## src/rtl/tick_timer_pkg.sv

```systemverilog
package tick_timer_pkg;
  typedef enum logic [1:0] {
    TT_OFF     = 2'b00,
    TT_RESTART = 2'b01,
    TT_ONESHOT = 2'b10,
    TT_FREE    = 2'b11
  } tt_mode_e;
endpackage

```

## src/rtl/tt_count_reg.sv

```systemverilog
module tt_count_reg #(
  parameter int W = 32
) (
  input  logic         clk,
  input  logic         rst,
  input  logic         load,
  input  logic [W-1:0] load_val,
  input  logic         step,
  input  logic         clr,
  output logic [W-1:0] cnt_q,
  output logic [W-1:0] cnt_inc
);
  assign cnt_inc = cnt_q + W'(1);

  always_ff @(posedge clk) begin
    if (rst)       cnt_q <= '0;
    else if (load) cnt_q <= load_val;
    else if (step) cnt_q <= clr ? '0 : cnt_inc;
  end
endmodule

```

## src/rtl/tt_match.sv

```systemverilog
module tt_match
  import tick_timer_pkg::*;
#(
  parameter int PW = 28
) (
  input  logic          run,
  input  tt_mode_e      mode,
  input  logic [PW-1:0] next_lo,
  input  logic [PW-1:0] period,
  output logic          hit
);
  always_comb begin
    hit = 1'b0;
    if (run && mode != TT_OFF && next_lo == period) hit = 1'b1;
  end
endmodule

```

## src/rtl/tt_ctrl_reg.sv

```systemverilog
module tt_ctrl_reg
  import tick_timer_pkg::*;
#(
  parameter int W = 32
) (
  input  logic         clk,
  input  logic         rst,
  input  logic         wr,
  input  logic [W-1:0] wdata,
  input  logic         hit,
  output tt_mode_e     mode,
  output logic         ie,
  output logic         pend,
  output logic [W-5:0] period,
  output logic         halted,
  output logic [W-1:0] word
);
  localparam int PW    = W - 4;
  localparam int IE_B  = W - 3;
  localparam int IP_B  = W - 4;

  logic set_pend;
  tt_mode_e wmode;

  assign set_pend = hit & ie;
  assign wmode    = tt_mode_e'(wdata[W-1:W-2]);
  assign word     = {mode, ie, pend, period};

  always_ff @(posedge clk) begin
    if (rst) begin
      mode   <= TT_OFF;
      ie     <= 1'b0;
      period <= '0;
    end else if (wr) begin
      mode   <= wmode;
      ie     <= wdata[IE_B];
      period <= wdata[PW-1:0];
    end
  end

  always_ff @(posedge clk) begin
    if (rst)     pend <= 1'b0;
    else if (wr) pend <= wdata[IP_B] | set_pend;
    else         pend <= pend | set_pend;
  end

  always_ff @(posedge clk) begin
    if (rst)                         halted <= 1'b0;
    else if (wr && wmode != TT_OFF)  halted <= 1'b0;
    else if (hit && mode == TT_ONESHOT) halted <= 1'b1;
  end
endmodule

```

## src/rtl/tick_timer.sv

```systemverilog
module tick_timer
  import tick_timer_pkg::*;
#(
  parameter int DATA_W = 32
) (
  input  logic              clk,
  input  logic              rst,
  input  logic              tick_en,
  input  logic              reg_sel,
  input  logic              wr_en,
  input  logic [DATA_W-1:0] wr_data,
  output logic [DATA_W-1:0] rd_data,
  output logic              irq
);
  localparam int PW = DATA_W - 4;

  logic              wr_ctrl, wr_cnt, run, hit, clr;
  logic [DATA_W-1:0] cnt_q, cnt_inc, ctrl_word;
  logic [PW-1:0]     period;
  tt_mode_e          mode;
  logic              ie, pend, halted;

  assign wr_ctrl = wr_en & ~reg_sel;
  assign wr_cnt  = wr_en &  reg_sel;
  assign run     = tick_en & ~halted & ~wr_cnt;
  assign clr     = hit & (mode == TT_RESTART);

  tt_count_reg #(.W(DATA_W)) u_cnt (
    .clk(clk), .rst(rst), .load(wr_cnt), .load_val(wr_data),
    .step(run), .clr(clr), .cnt_q(cnt_q), .cnt_inc(cnt_inc)
  );

  tt_match #(.PW(PW)) u_match (
    .run(run), .mode(mode), .next_lo(cnt_inc[PW-1:0]),
    .period(period), .hit(hit)
  );

  tt_ctrl_reg #(.W(DATA_W)) u_ctrl (
    .clk(clk), .rst(rst), .wr(wr_ctrl), .wdata(wr_data), .hit(hit),
    .mode(mode), .ie(ie), .pend(pend), .period(period),
    .halted(halted), .word(ctrl_word)
  );

  assign irq = pend & ie;

  always_ff @(posedge clk) begin
    if (rst) rd_data <= '0;
    else     rd_data <= reg_sel ? cnt_q : ctrl_word;
  end
endmodule

```

## config.mk

```make
export PLATFORM = sky130hd
export DESIGN_NAME = tick_timer
export DESIGN_NICKNAME = d
export VERILOG_FILES = /design/src/rtl/tick_timer_pkg.sv /design/src/rtl/tt_count_reg.sv /design/src/rtl/tt_match.sv /design/src/rtl/tt_ctrl_reg.sv /design/src/rtl/tick_timer.sv
export SDC_FILE = /design/constraint.sdc
export NUM_CORES = 1
export LEC_CHECK = 0
export ABC_AREA = 1
export BUFFER_PORTS_ARGS = -buffer_cell sky130_fd_sc_hd__buf_2
export CORE_MARGIN = 5
export CORE_UTILIZATION = 55
export CTS_CLUSTER_SIZE = 20
export DETAILED_ROUTE_END_ITERATION = 8
export GPL_ROUTABILITY_DRIVEN = 0
export GPL_TIMING_DRIVEN = 1
export HOLD_SLACK_MARGIN = 0.06
export PLACE_DENSITY = 0.73
export SKIP_CTS_REPAIR_TIMING = 1
export SLEW_MARGIN = 20
export SYNTH_ARGS = -nofsm -noshare
export SYNTH_HDL_FRONTEND = slang
export SYNTH_SLANG_ARGS = --single-unit
export TNS_END_PERCENT = 30
```

## constraint.sdc

```tcl
create_clock -name clk -period 2.7 [get_ports clk]
set_input_delay 0.27 -clock clk [delete_from_list [all_inputs] [get_ports clk]]
set_output_delay 0.27 -clock clk [all_outputs]
set_load 0.05 [all_outputs]
```

; ---- Yosys cells after proc, flatten, opt, wreduce, memory -nomap -nowiden
; Index checks and enable logic that the tools add are counted.
[totals]
reg_bits = 97
[classes]
addsub = 1
eq_ne = 3
n_mux = 6
bitwise_logic = 12
reduce_logical = 8
[op_table]
columns = cell, count
row1 = $mux 32, 4
row2 = $add 32x1->32 const B, 1
row3 = $eq 28x28->1, 1
row4 = $and 1x1->1, 7
row5 = $reduce_bool 2->1, 3
row6 = $logic_and 1x1->1, 4
row7 = $not 1->1, 3
row8 = $eq 2x1->1 const B, 1
row9 = $eq 2x2->1 const B, 1
row10 = $mux 1, 2
row11 = $or 1x1->1, 2
row12 = $reduce_or 2->1, 1

; ---- Depth between registers and ports, before layout
[logic_depth]
ltp_word = 10
mapped_depth = 17

; ---- By module
; A second synthesis with hierarchy kept.
[hier_totals]
hier_cells = 899
area_unflattened_um2 = 5579.1
[modules_own_cells]
columns = mod, instances, cells_each, area_each_um2
row1 = tt_count_reg, 1, 342, 2212.1
row2 = tt_ctrl_reg, 1, 185, 1412.6
row3 = tick_timer, 1, 213, 1348.8
row4 = tt_match, 1, 159, 605.6

; ---- Worst setup path before layout
; Ideal clock, no wire load.
[synth_path]
path_kind = reg2reg
start = register u_cnt.cnt_q[0]
end = register u_cnt.cnt_q[0]
setup_time_ns = 0.132
t_arrival_ns = 2.015
required_ns = 2.568
setup_slack_ns = 0.553
path_stages_with_launch = 16
period_less_slack_ns = 2.147
cell_sequence = dfxtp_1 -> ha_1 -> nand2_2 -> nor2_4 -> nand2_2 -> inv_2 -> nand2_1 -> xnor3_1 -> nand2_1 -> nor2_1 -> nand2_1 -> nor2_2 -> nand3_2 -> buf_6 -> nand2_1 -> a21oi_1
[synth_between]
elab_chain_len = 8
[synth_rtl]
columns = item, line_no
row1 = from (decl), tt_count_reg.sv:10  ; output logic [W-1:0] cnt_q,
row2 = from (signal assigned), tt_count_reg.sv:17  ; else if (load) cnt_q <= load_val;
row3 = from (signal assigned), tt_count_reg.sv:18  ; else if (step) cnt_q <= clr ? '0 : cnt_inc;
row4 = $add 32x1->32 *, tt_count_reg.sv:13  ; assign cnt_inc = cnt_q + W'(1);
row5 = $eq 28x28->1, tt_match.sv:14  ; if (run && mode != TT_OFF && next_lo == period) hit = 1'b1;
row6 = $logic_and 1x1->1, tt_match.sv:14
row7 = $mux 1, tt_match.sv:14
row8 = $and 1x1->1, tick_timer.sv:26  ; assign clr = hit & (mode == TT_RESTART);
row9 = $mux 32 * (2 in a row), tt_count_reg.sv:18
row10 = $mux 32 *, tt_count_reg.sv:17
; Every way passes the cells marked *; elsewhere a longest branch is shown, timed or not. The select of a mux whose other input is x is not followed.
; A chain may end at the register's enable or synchronous reset.

; ---- Worst setup path after layout
[layout_path]
start = register u_cnt.cnt_q[1]
end = register u_cnt.cnt_q[11]
; Same word-level chain as after synthesis.

==> flow_summary.yaml <==
run_status:
  status: "finished, final reports clean"
cts:
  insertion_delay_ns: 0.40
  root_buffer: "clkbuf_8"
  numCtsBuffers: 9
  cts_max_level: 3
  path_clk_slew_ns: 0.10
  cts.sinks: 97
  tritoncts: "done"
  cts.path.max_buffers: 2
sta:
  final-hold-violation-count: 0
  layout_worst_path_cycle_share_pct: 96.4
  min_period_ns: 2.60
  setup_viol: 0
  slew_headroom_pct: 52.4
  worst_pin_slew_ns: 0.714
  drv_slew: 0
  fmax_ghz: 0.384
  finClkSkew_ns: 0.0107
  layout_setup_ws_ns: 0.0985
  tns_ns: 0
drt:
  viasPerCell: 5.52
  wl_per_cell_um: 15.4
  ant_nets: 0
  drt-initial-drc-count: 421
  drc: 0
  drtPass1Iterations: 6
  totalWireLength_um: 16700
  dr_total_vias: 6011
synthesis:
  async_reset_ff_share_pct: 0
  syn_area_um2: 5630
  synth.area.top_cells: "dfxtp_1 34%, nand2_1 15%, a21oi_1 8.5%"
  synth_fa_ha_area_share_pct: 0.222
  synth_cells: 889
  synth_xor_xnor_area_share_pct: 2.22
  synthMuxAreaShare_pct: 0.178
  ys_ff_latch: 97
  syn_avg_cell_area_um2: 6.34
  synth_top_family_by_area: "simple AND/OR/NAND/NOR gates"
  synthesis.nets: 927
  synth_edf_count: 0
  synth_cell_type_count: 37
  yosysWarnings: 0
  synth_top_area_share_pct: 34.5
  synthFlopType: "dfxtp_1"
  synth-simple-area-share_pct: 34.8
  synth_compound_area_share_pct: 17.7
  synth_largest_area_cell: "dfxtp_1"
  synth_seq_area_share_pct: 34.5
grt:
  grt_start_max_net_pins: 64
  grt_pass1_vias: 5634
  grt_overflow: 0
  antenna_found_initial: 0
  grt_pass1_wl_um: 27500
  grt_use_total_pct: 27.2
flow_run:
  drv_cap: 0
placed_design:
  dpl_worst_slack_ns: 0.0514
  io_buffers: 69
  dp_hpwl_um: 12300
setup_path:
  critical_path.top_delay_family: "simple AND/OR/NAND/NOR gates"
  crit_path_max_fanout: 10
  critPathBufInv: 2
  critPathKind: "reg -> reg"
  slowest_stage: "dfxtp_2"
  crit_required_ns: 2.96
  path_cells: "ha_2 > nand2_2 > nor2_4 > nand2_2 > inv_2 > nand2_1 > xnor3_1 > buf_4 > nand2_1 > nor2_1 > nand2_1 > nor2_1 > nand3_4 > nand2_1 > a21oi_1"
  crit_arrival_ns: 2.86
  max_stage_delay_ns: 0.40
  crit_path_end_kind: "flip-flop"
  critPathMostFrequentCell: "nand2_1"
  crit_path_start_kind: "flip-flop"
final_layout:
  final_nets: 985
  drive_gt1_share_pct: 15.8
  antenna_cells: 0
  n_fill_cell: 998
  syn_to_final_growth_pct: 11.6
floorplanning:
  fp.coreArea_um2: 10100
  io_pins: 70
  num_rows: 37
  start_util_pct: 55.6
  fp.dieH_um: 111
  dieArea_um2: 12400
  die_w_um: 111
pwr:
  switchingPower_mw: 1.03
  seqPwrFrac_pct: 51.6
  leakage_nw: 2.75
  ir_drop_uv: 325
  cellInternalPower_mw: 2.03
  pwr-share-clk_pct: 28.5
  p_comb_share_pct: 19.8
  powerDensity_nw_per_um2: 487
  switching_share_pct: 33.6
worst_hold_path:
  hp-class: "in -> reg"
[worst register-to-register path, stage by stage, from the launching register on]
cell and delay, ns:
dfxtp_2 0.40, ha_2 0.22, nand2_2 0.09, nor2_4 0.17
nand2_2 0.10, inv_2 0.13, nand2_1 0.11, xnor3_1 0.28
buf_4 0.14, nand2_1 0.04, nor2_1 0.09, nand2_1 0.08
nor2_1 0.20, nand3_4 0.20, nand2_1 0.14, a21oi_1 0.08
[cells in the mapped netlist (2+ instances only)]
master    instances
nand3_1          52
xnor3_1           4
buf_2             2
nand3b_1          5
inv_1           107
xor2_1            4
clkbuf_8          2
nand4_1           7
o22ai_1           3
dfxtp_1          97
o21ai_0          96
buf_6             2
nand3_2           3
nor2_1          100
a21oi_1          96
and2_1            3
clkbuf_1         26
inv_2             2
nor3_1            4
nor2_2           11
nand2_1         223
nor2_4            6
buf_1             2
nand2_2          19
[sequential cells by signal, indices dropped and copies added (netlist names)]
signal,flops
u_cnt.cnt_q,32
u_ctrl.pend,1
u_ctrl.halted,1
u_ctrl.period,28
u_ctrl.mode,2
u_ctrl.ie,1
rd_data,32
[layout by cell type, fill, tap and decap left out, types with 12 or more instances in the layout]
| cell type | netlist | routed |
|---|---|---|
| inv_1 | 107 | 107 |
| nand3_1 | 52 | 51 |
| o21ai_0 | 96 | 96 |
| buf_4 | 0 | 12 |
| nand2_2 | 19 | 19 |
| nand2_1 | 223 | 223 |
| dfxtp_1 | 97 | 95 |
| a21oi_1 | 96 | 96 |
| buf_2 | 2 | 69 |
| nor2_1 | 100 | 98 |
[power by group through the flow]
stage	sequential, mW	clock [mW]	combinational, mW
2_1_floorplan	1.70	0	0.342
3_3_place_gp	1.61	0	0.581
3_5_place_dp	1.61	0	0.591
4_1_cts	1.58	0.885	0.594
5_1_grt	1.59	0.955	0.670
6_report	1.58	0.875	0.607
[through the flow]
| step | instance area, µm² | cells | hold WS (ns) | total power, mW | utilization [%] |
|---|---|---|---|---|---|
| 5_1_grt | 6290 | 1088 | 0.136 | 3.22 | 62.0 |
| 2_1_floorplan | 5630 | 889 | 0.418 | 2.04 | - |
| 4_1_cts | 6220 | 1085 | 0.126 | 3.06 | 61.4 |
| 3_5_place_dp | 6050 | 1069 | 0.459 | 2.20 | 59.7 |
| 6_report | 6290 | 1088 | 0.131 | 3.07 | 62.0 |
| 3_3_place_gp | 6050 | 1069 | 0.450 | 2.19 | 59.7 |
[layout make-up]
type                    count  area (µm²)  share of cell area [%]
clock buffers               9         124                    1.97
clock inverters             7        47.5                   0.756
inverters                 109         409                    6.50
multi-input cells         648        3150                    50.0
flip-flops and latches     97        1940                    30.9
well taps                 136         170                    2.71
repair buffers             82         447                    7.10
[cells by family after synthesis]
family / after synthesis
and+or+nand+nor: 440
AOI/OAI and AO/OA: 198
buffers and inverters: 144
DFF: 97
xor gates and xnor gates: 8
muxes: 1
adders and majority gates: 1
[final timing paths]
check	to	slack [ns]	start	cells after the start
setup / recovery	u_cnt.cnt_q[11]	0.1	u_cnt.cnt_q[1]	15
hold / removal	u_ctrl.ie	0.13	wr_data[29]	3
setup reg to reg	u_cnt.cnt_q[11]	0.1	u_cnt.cnt_q[1]	15
hold reg to reg	u_ctrl.halted	0.47	u_ctrl.halted	2
[routing by layer]
layer  GRT usage (%)  vias up  part of all wire (%)  wire, µm
met1            35.1     2711                    42      7050
met4            12.7        0                   3.5       591
met3            4.64       46                   8.7      1460
met2            44.1      296                    46      7650
li1                -     2958                     -         -
met5               0        -                     0         0
No activity file was read; power rests on OpenSTA's default activity.
